**src/rtl/sdram_trk_pkg.sv**
```systemverilog
package sdram_trk_pkg;

  typedef enum logic [2:0] {
    CMD_NOP,
    CMD_ACT,
    CMD_RD,
    CMD_WR,
    CMD_PRE
  } cmd_e;

  // Offset, in clocks after the read command, of the final data word.
  function automatic int unsigned rd_last_beat(input int unsigned cl, input int unsigned bl);
    return cl + bl - 1;
  endfunction

  // Precharge may lead the final read word by this many clocks.
  function automatic int unsigned rd_pre_lead(input int unsigned cl);
    return cl - 1;
  endfunction

  // Edges from a read command to the first edge a precharge is legal.
  function automatic int unsigned rd_gap(input int unsigned cl, input int unsigned bl);
    return rd_last_beat(cl, bl) - rd_pre_lead(cl);
  endfunction

  // Edges from a write command to the first edge a precharge is legal.
  function automatic int unsigned wr_gap(input int unsigned bl, input int unsigned twr);
    return (bl - 1) + twr;
  endfunction

  // Decode the three active-low strobes.
  function automatic cmd_e decode_strobes(input logic ras_n, input logic cas_n, input logic we_n);
    cmd_e c;
    unique case ({ras_n, cas_n, we_n})
      3'b011:  c = CMD_ACT;
      3'b101:  c = CMD_RD;
      3'b100:  c = CMD_WR;
      3'b010:  c = CMD_PRE;
      default: c = CMD_NOP;
    endcase
    return c;
  endfunction

endpackage

```
**src/rtl/sdram_cmd_decode.sv**
```systemverilog
module sdram_cmd_decode
  import sdram_trk_pkg::*;
#(
  parameter int NUM_BANKS = 4,
  localparam int BA_W = $clog2(NUM_BANKS)
) (
  input  logic                 ras_n,
  input  logic                 cas_n,
  input  logic                 we_n,
  input  logic [BA_W-1:0]      bank_addr,
  input  logic                 a10,
  output cmd_e                 cmd,
  output logic [NUM_BANKS-1:0] target,
  output logic                 auto_req
);

  logic all_banks;

  assign cmd       = decode_strobes(ras_n, cas_n, we_n);
  assign all_banks = (cmd == CMD_PRE) && a10;
  assign auto_req  = ((cmd == CMD_RD) || (cmd == CMD_WR)) && a10;

  for (genvar i = 0; i < NUM_BANKS; i++) begin : g_sel
    assign target[i] = (cmd != CMD_NOP) &&
                       (all_banks || (bank_addr == BA_W'(i)));
  end

endmodule

```
**src/rtl/sdram_bank_slot.sv**
```systemverilog
module sdram_bank_slot
  import sdram_trk_pkg::*;
#(
  parameter int CNT_W = 3
) (
  input  logic             clk,
  input  logic             rst_n,
  input  logic             hit,
  input  cmd_e             cmd,
  input  logic             auto_req,
  input  logic [CNT_W-1:0] load_rd,
  input  logic [CNT_W-1:0] load_wr,
  output logic             is_open,
  output logic             pre_ok,
  output logic             auto_done
);

  logic [CNT_W-1:0] hold_cnt;
  logic             pend;
  logic             auto_fire;
  logic             pre_hit;

  assign auto_fire = pend && (hold_cnt == '0);
  assign pre_hit   = hit && (cmd == CMD_PRE);
  assign pre_ok    = (hold_cnt == '0);

  always_ff @(posedge clk) begin
    if (!rst_n) begin
      is_open   <= 1'b0;
      pend      <= 1'b0;
      hold_cnt  <= '0;
      auto_done <= 1'b0;
    end else begin
      auto_done <= auto_fire && !pre_hit;
      if (hold_cnt != '0) hold_cnt <= hold_cnt - CNT_W'(1);
      // Internal close is applied first; an explicit command may override.
      if (auto_fire) begin
        is_open <= 1'b0;
        pend    <= 1'b0;
      end
      if (hit) begin
        unique case (cmd)
          CMD_ACT: is_open <= 1'b1;
          CMD_RD: begin
            hold_cnt <= load_rd;
            pend     <= auto_req;
          end
          CMD_WR: begin
            hold_cnt <= load_wr;
            pend     <= auto_req;
          end
          CMD_PRE: begin
            is_open <= 1'b0;
            pend    <= 1'b0;
          end
          default: ;
        endcase
      end
    end
  end


  act_opens_chk: assert property (@(posedge clk) disable iff (!rst_n)
    (hit && cmd == CMD_ACT) |=> is_open);


  pre_closes_chk: assert property (@(posedge clk) disable iff (!rst_n)
    pre_hit |=> (!is_open && !pend));


  rd_blocks_chk: assert property (@(posedge clk) disable iff (!rst_n)
    (hit && cmd == CMD_RD && load_rd != '0) |=> !pre_ok);


  auto_close_chk: assert property (@(posedge clk) disable iff (!rst_n)
    auto_done |-> !is_open);


  auto_src_chk: assert property (@(posedge clk) disable iff (!rst_n)
    auto_done |-> $past(pend));


  pre_suppress_chk: assert property (@(posedge clk) disable iff (!rst_n)
    pre_hit |=> !auto_done);

endmodule

```
**src/rtl/sdram_bank_tracker.sv**
```systemverilog
module sdram_bank_tracker
  import sdram_trk_pkg::*;
#(
  parameter int NUM_BANKS = 4,
  parameter int BURST_LEN = 4,
  parameter int TWR       = 2,
  localparam int BA_W  = $clog2(NUM_BANKS),
  localparam int CNT_W = $clog2(BURST_LEN + TWR + 1)
) (
  input  logic                 clk,
  input  logic                 rst_n,
  input  logic                 ras_n,
  input  logic                 cas_n,
  input  logic                 we_n,
  input  logic [BA_W-1:0]      bank_addr,
  input  logic                 a10,
  input  logic                 cas_lat3,
  output logic [NUM_BANKS-1:0] bank_open,
  output logic [NUM_BANKS-1:0] pre_ok,
  output logic [NUM_BANKS-1:0] auto_pre_done
);

  cmd_e                 cmd;
  logic [NUM_BANKS-1:0] target;
  logic                 auto_req;
  logic [CNT_W-1:0]     load_rd;
  logic [CNT_W-1:0]     load_wr;
  int unsigned          cl_val;

  sdram_cmd_decode #(.NUM_BANKS(NUM_BANKS)) u_dec (
    .ras_n    (ras_n),
    .cas_n    (cas_n),
    .we_n     (we_n),
    .bank_addr(bank_addr),
    .a10      (a10),
    .cmd      (cmd),
    .target   (target),
    .auto_req (auto_req)
  );

  // The counter is loaded with the gap less one so that pre_ok rises
  // in the cycle before the first legal precharge edge.
  assign cl_val  = cas_lat3 ? 32'd3 : 32'd2;
  assign load_rd = CNT_W'(rd_gap(cl_val, BURST_LEN) - 1);
  assign load_wr = CNT_W'(wr_gap(BURST_LEN, TWR) - 1);

  for (genvar b = 0; b < NUM_BANKS; b++) begin : g_bank
    sdram_bank_slot #(.CNT_W(CNT_W)) u_slot (
      .clk      (clk),
      .rst_n    (rst_n),
      .hit      (target[b]),
      .cmd      (cmd),
      .auto_req (auto_req),
      .load_rd  (load_rd),
      .load_wr  (load_wr),
      .is_open  (bank_open[b]),
      .pre_ok   (pre_ok[b]),
      .auto_done(auto_pre_done[b])
    );
  end


  single_target_chk: assert property (@(posedge clk) disable iff (!rst_n)
    (cmd != CMD_NOP && !(cmd == CMD_PRE && a10)) |-> ($countones(target) == 1));


  pre_all_chk: assert property (@(posedge clk) disable iff (!rst_n)
    (cmd == CMD_PRE && a10) |=> (bank_open == '0));


  nop_hold_chk: assert property (@(posedge clk) disable iff (!rst_n)
    (cmd == CMD_NOP && auto_pre_done == '0 && $past(rst_n)) |=> $stable(bank_open) || (auto_pre_done != '0));

endmodule

```
**config.mk**
```make
export PLATFORM = sky130hd
export DESIGN_NAME = sdram_bank_tracker
export DESIGN_NICKNAME = d
export VERILOG_FILES = /design/src/rtl/sdram_trk_pkg.sv /design/src/rtl/sdram_cmd_decode.sv /design/src/rtl/sdram_bank_slot.sv /design/src/rtl/sdram_bank_tracker.sv
export SDC_FILE = /design/constraint.sdc
export NUM_CORES = 1
export LEC_CHECK = 0
export BUFFER_PORTS_ARGS = -buffer_cell sky130_fd_sc_hd__buf_2
export CORE_MARGIN = 2
export CORE_UTILIZATION = 57
export DETAILED_ROUTE_END_ITERATION = 8
export GPL_ROUTABILITY_DRIVEN = 0
export PLACE_DENSITY_LB_ADDON = 0.2
export RECOVER_POWER = 50
export SETUP_SLACK_MARGIN = 0.5
export SLEW_MARGIN = 0
export SYNTH_ARGS = -nofsm -noshare
export SYNTH_HDL_FRONTEND = slang
export SYNTH_HIERARCHICAL = 1
export SYNTH_SLANG_ARGS = --single-unit
```
**constraint.sdc**
```tcl
create_clock -name clk -period 1.8 [get_ports clk]
set_input_delay 0.09 -clock clk [delete_from_list [all_inputs] [get_ports clk]]
set_output_delay 0.09 -clock clk [all_outputs]
set_load 0.02 [all_outputs]
```
# After elaboration in Yosys (flattened, before gate mapping)
# Index checks and enable logic that the tools add are counted.
# word_totals
reg_bits	24
in_bits	9
out_inout_bits	12
# op_classes
addsub	9
eq_ne	11
muxes	38
reduce_logical	38
# ops
cell	count
3-bit two-way mux	8
3-bit one-hot mux with 2 select lines	4
1-bit logical AND	18
1-bit two-way mux	17
1-bit one-hot mux with 2 select lines	8
3-bit nonzero test	5
3-bit by 1-bit subtractor with 3-bit output, second input constant	5
3-bit by 2-bit equality test with 1-bit output, second input constant	4
3-bit logical NOT	4
3-bit one-hot mux with 4 select lines	1
3-bit equality test, second input constant	3
1-bit logical OR	5
2-bit equality test, second input constant	2
1-bit logical NOT	4
2-bit by 3-bit adder with 3-bit output, second input constant	1
3-bit by 1-bit equality test with 1-bit output, second input constant	1
2-bit by 1-bit subtractor with 3-bit output, second input constant	1
3-bit by 2-bit subtractor with 3-bit output, second input constant	1
3-bit subtractor	1
2-bit by 1-bit equality test with 1-bit output, second input constant	1
2-bit logical NOT	1
2-bit OR reduction	1

# Depth between registers and ports, before layout
# depth
depth_word	9
ltp_mapped	7
ltp_nobuf	6

# Modules after synthesis
# The synthesis kept the hierarchy.
# modules_own_cells
mod	instances	cells_each	area_each_um2	seq_area_each_um2
sdram_bank_slot	4	40	374.1	120.1
sdram_cmd_decode	1	22	127.6	0.0
sdram_bank_tracker	1	2	7.5	0.0

# Worst setup path before layout
# Ideal clock, no wire load.
# synth_timing
path_kind	in2reg
from	input port we_n
to	register g_bank[1].u_slot.hold_cnt[2]
setup_ns	0.122
t_arrival_ns	1.372
t_required_ns	1.678
path_slack_ns	0.306
cell_stages	4
n_path_buf	1
cell_sequence	nor3b_1 and3b_1 buf_6 o311a_1
# synth_via
elab_chain_cells	7
# synth_rtl
element	line	source
start: declaration	sdram_bank_tracker.sv:14	input logic we_n,
3-bit by 2-bit equality test with 1-bit output / 3-bit equality test (equally long branches)	sdram_trk_pkg.sv:34	unique case ({ras_n, cas_n, we_n})
3-bit one-hot mux with 4 select lines *	sdram_trk_pkg.sv:34	
3-bit equality test	sdram_cmd_decode.sv:20	assign all_banks = (cmd == CMD_PRE) && a10;
1-bit logical AND	sdram_cmd_decode.sv:20	
1-bit logical OR	sdram_cmd_decode.sv:25	(all_banks || (bank_addr == BA_W'(i)));
1-bit logical AND	sdram_cmd_decode.sv:24	assign target[i] = (cmd != CMD_NOP) &&
3-bit two-way mux *	sdram_bank_slot.sv:41	if (hit) begin
end signal: assignment	sdram_bank_slot.sv:35	if (hold_cnt != '0) hold_cnt <= hold_cnt - CNT_W'(1);
end signal: assignment	sdram_bank_slot.sv:45	hold_cnt <= load_rd;
end signal: assignment	sdram_bank_slot.sv:49	hold_cnt <= load_wr;
end: declaration	sdram_bank_slot.sv:18	logic [CNT_W-1:0] hold_cnt;
# Every way passes the cells marked *; elsewhere a longest branch is shown, timed or not.
# A chain may end at the register's enable or synchronous reset.

# Worst setup path in the final report
# layout_timing
from	register g_bank[0].u_slot.hold_cnt[0]
to	output port pre_ok[0]
# layout_via
elab_chain_cells	1
# layout_rtl
element	line	source
start: declaration	sdram_bank_slot.sv:18	
start signal: assignment	sdram_bank_slot.sv:35	
start signal: assignment	sdram_bank_slot.sv:45	
start signal: assignment	sdram_bank_slot.sv:49	
3-bit logical NOT	sdram_bank_slot.sv:25	assign pre_ok = (hold_cnt == '0);
end: declaration	sdram_bank_tracker.sv:19	output logic [NUM_BANKS-1:0] pre_ok,
# No other way between the ends.

==> results_dict.tcl <==
set metrics [dict create \
    tightest_slew_ns 0.741 \
    pwr_density_cell_nw_per_um2 1350 \
    cts_tree "yes" \
    dp_slack_ns 0.00636 \
    skew_ns 0.00237 \
    syn-mean-instance-area_um2 8.87 \
    fmax_mhz 746 \
    grt_max_degree 29 \
    grt_pass1_vias 1406 \
    cts_num_sinks 24 \
    synth_ff_type "dfxtp_1" \
    synth_edf_count 0 \
    hold_path.class "in2reg" \
    start_util_pct 59.7 \
    maxSlewHeadroom_pct 50.4 \
    initialDrtViolationCount 64 \
    grt_use_total_pct 22.3 \
    critPathCaptureType "output pin" \
    ant_nets 0 \
    path_class "reg2out" \
    setup_viol 0 \
    ys_seq_elements 24 \
    cts_inserted_buffers 3 \
    synth_area_um2 1630 \
    critical_path_arrival_ns 1.25 \
    nNetsFinal 262 \
    grt_pass1_wl_um 5870 \
    drc 0 \
    finalMaxSlewViolations 0 \
    rsz0062_at_grt "yes" \
    viasPerCell 5.42 \
    final.setup.tns_ns 0 \
    cts-root-buf "clkbuf_4" \
    cp_max_fo 2 \
    async_reset_ff_share_pct 0 \
    via_count 1491 \
    cap_viol_max_count 0 \
    io_buffers 19 \
    drtPass1Iterations 4 \
    ys_seq_area_share_pct 29.4 \
    p_leak_nw 0.999 \
    area_growth_pct 33.5 \
    worstSkewPairLatency_ns 0.31 \
    io_pins 21 \
    clk_pin_slew_worst_paths_ns 0.14 \
    drt_wl_total_um 3680 \
    dieHeight_um 57.5 \
    antenna_found_initial 0 \
    gr-total-overflow 0 \
    start_kind "flip-flop" \
    dieWidth_um 57.5 \
    fp-row-count 19 \
    status "completed" \
    holdWs_ns 0.252 \
    ys_warn_count 6 \
    cp.required_ns 1.71 \
    synthCells 184 \
    drive_gt1_share_pct 30.7 \
    core_area_um2 2730 \
    diodes 0 \
    hold_viol 0 \
    ctsHtreeMaxLevel 1 \
    ir_worst_vdd_mv 1.21 \
    clockBufferDepth 2 \
    fin_crit_sh_pct 74.4 \
    post-route-min-period_ns 1.34 \
    synthDistinctLibCells 31 \
    dieArea_um2 3310 \
    layout_setup_ws_ns 0.460 \
    routedWlPerCell_um 13.4 \
    dp.final_hpwl_um 2200 \
]
==> sequential cells by signal, indices dropped and copies added (netlist names) <==
register	flops
g_bank.u_slot/pend	4
g_bank.u_slot/is_open	4
g_bank.u_slot/auto_done	4
g_bank.u_slot/hold_cnt	12
==> worst paths after layout <==
check                                                from                                 endpoint  slack, ns  cells after the start
setup / recovery  g_bank[0].u_slot/hold_cnt[0]$_SDFF_PN0_                                pre_ok[0]       0.46                      5
hold / removal                                      rst_n  g_bank[1].u_slot/hold_cnt[2]$_SDFF_PN0_       0.25                      2
setup reg to reg  g_bank[0].u_slot/hold_cnt[0]$_SDFF_PN0_  g_bank[0].u_slot/hold_cnt[0]$_SDFF_PN0_       0.47                      7
hold reg to reg   g_bank[2].u_slot/hold_cnt[2]$_SDFF_PN0_    g_bank[2].u_slot/auto_done$_SDFF_PN0_       0.55                      1
==> cells in the mapped netlist (2+ instances only) <==
master | number | area (µm²)
nor3b_1 | 9 | 67.6
nand2_1 | 20 | 75.1
nor2b_1 | 8 | 50.1
conb_1 | 2 | 7.51
a21oi_1 | 8 | 40.0
o211a_1 | 8 | 80.1
inv_1 | 14 | 52.6
nand3b_1 | 4 | 30.0
ha_1 | 8 | 100
buf_2 | 4 | 20.0
xnor2_1 | 4 | 35.0
and3b_1 | 4 | 35.0
a211o_1 | 4 | 35.0
o32ai_1 | 2 | 17.5
nand4bb_1 | 4 | 45.0
buf_6 | 4 | 45.0
o311a_1 | 4 | 40.0
nand3_1 | 4 | 20.0
a211oi_1 | 4 | 30.0
dfxtp_1 | 24 | 480
o22ai_1 | 2 | 12.5
o211ai_1 | 4 | 30.0
nor2b_2 | 2 | 17.5
mux2i_1 | 16 | 160
nor2_1 | 5 | 18.8
buf_4 | 4 | 30.0
o31ai_1 | 4 | 30.0
==> metal layers <==
metal / GRT usage (%) / part of all wire [%]
met5: 0 / 0
met4: 7.31 / 0.46
met3: 2.27 / 3.4
met2: 41.6 / 53
met1: 26.5 / 43
==> kinds of logic after synthesis <==
logic type	after synthesis	synth area share (%)
compound gates	41	19.6
xor+xnor	4	2.15
fa+ha+maj	8	6.14
buf+inv	26	9.05
flops	24	29.4
mux	16	9.82
other cells	2	0.460
simple gates	63	23.3
==> through the flow <==
step / util (%) / cells / cell area, µm² / power (W)
6_report: 79.7 / 275 / 2180 / 0.00293
3_3_place_gp: 66.4 / 251 / 1810 / 0.00171
4_1_cts: 76.9 / 272 / 2100 / 0.00271
5_1_grt: 79.7 / 275 / 2180 / 0.00311
3_5_place_dp: 66.4 / 251 / 1810 / 0.00177
2_1_floorplan: - / 206 / 1720 / 0.00159
==> critical path, stage by stage, from the launching register on <==
cell and delay [ns]:
dfxtp_2 0.37, inv_2 0.05, ha_4 0.15, nor2b_4 0.13
buf_6 0.12, buf_6 0.12
==> final cells by class <==
type                    count  area, µm²
clock buffers               4       36.3
fillers                   183        556
inverters                  14       52.6
multi-input cells         156       1210
flip-flops and latches     24        488
well taps                  31       38.8
repair buffers             46        348
==> power by group <==
part / internal [W] / switching (W)
sequential: 0.000658 / 0.0000998
clock: 0.000124 / 0.000169
combinational: 0.00112 / 0.000762
==> placed cells by master, fill, tap and decap left out, types with 5 or more instances in the layout <==
master / instances
inv_2: 8
inv_1: 6
mux2i_1: 16
buf_6: 11
nor2_1: 5
dfxtp_2: 6
o211a_1: 8
nand2_1: 20
buf_2: 7
buf_4: 18
nor3b_1: 8
clkbuf_1: 9
conb_1: 24
dfxtp_1: 18
nor2b_1: 5
a21oi_1: 6
==> what timing repair did <==
| item | in CTS | in global routing |
|---|---|---|
| setup endpoints to repair | 26 | 19 |
| hold endpoints to repair | 0 | 0 |
| pin swaps | 4 | 7 |
| setup buffers | 17 | 3 |
| hold buffers | 0 | 0 |
| cloned | 0 | 0 |
| gates resized for setup | 37 | 18 |
No activity file was read; power rests on OpenSTA's default activity.
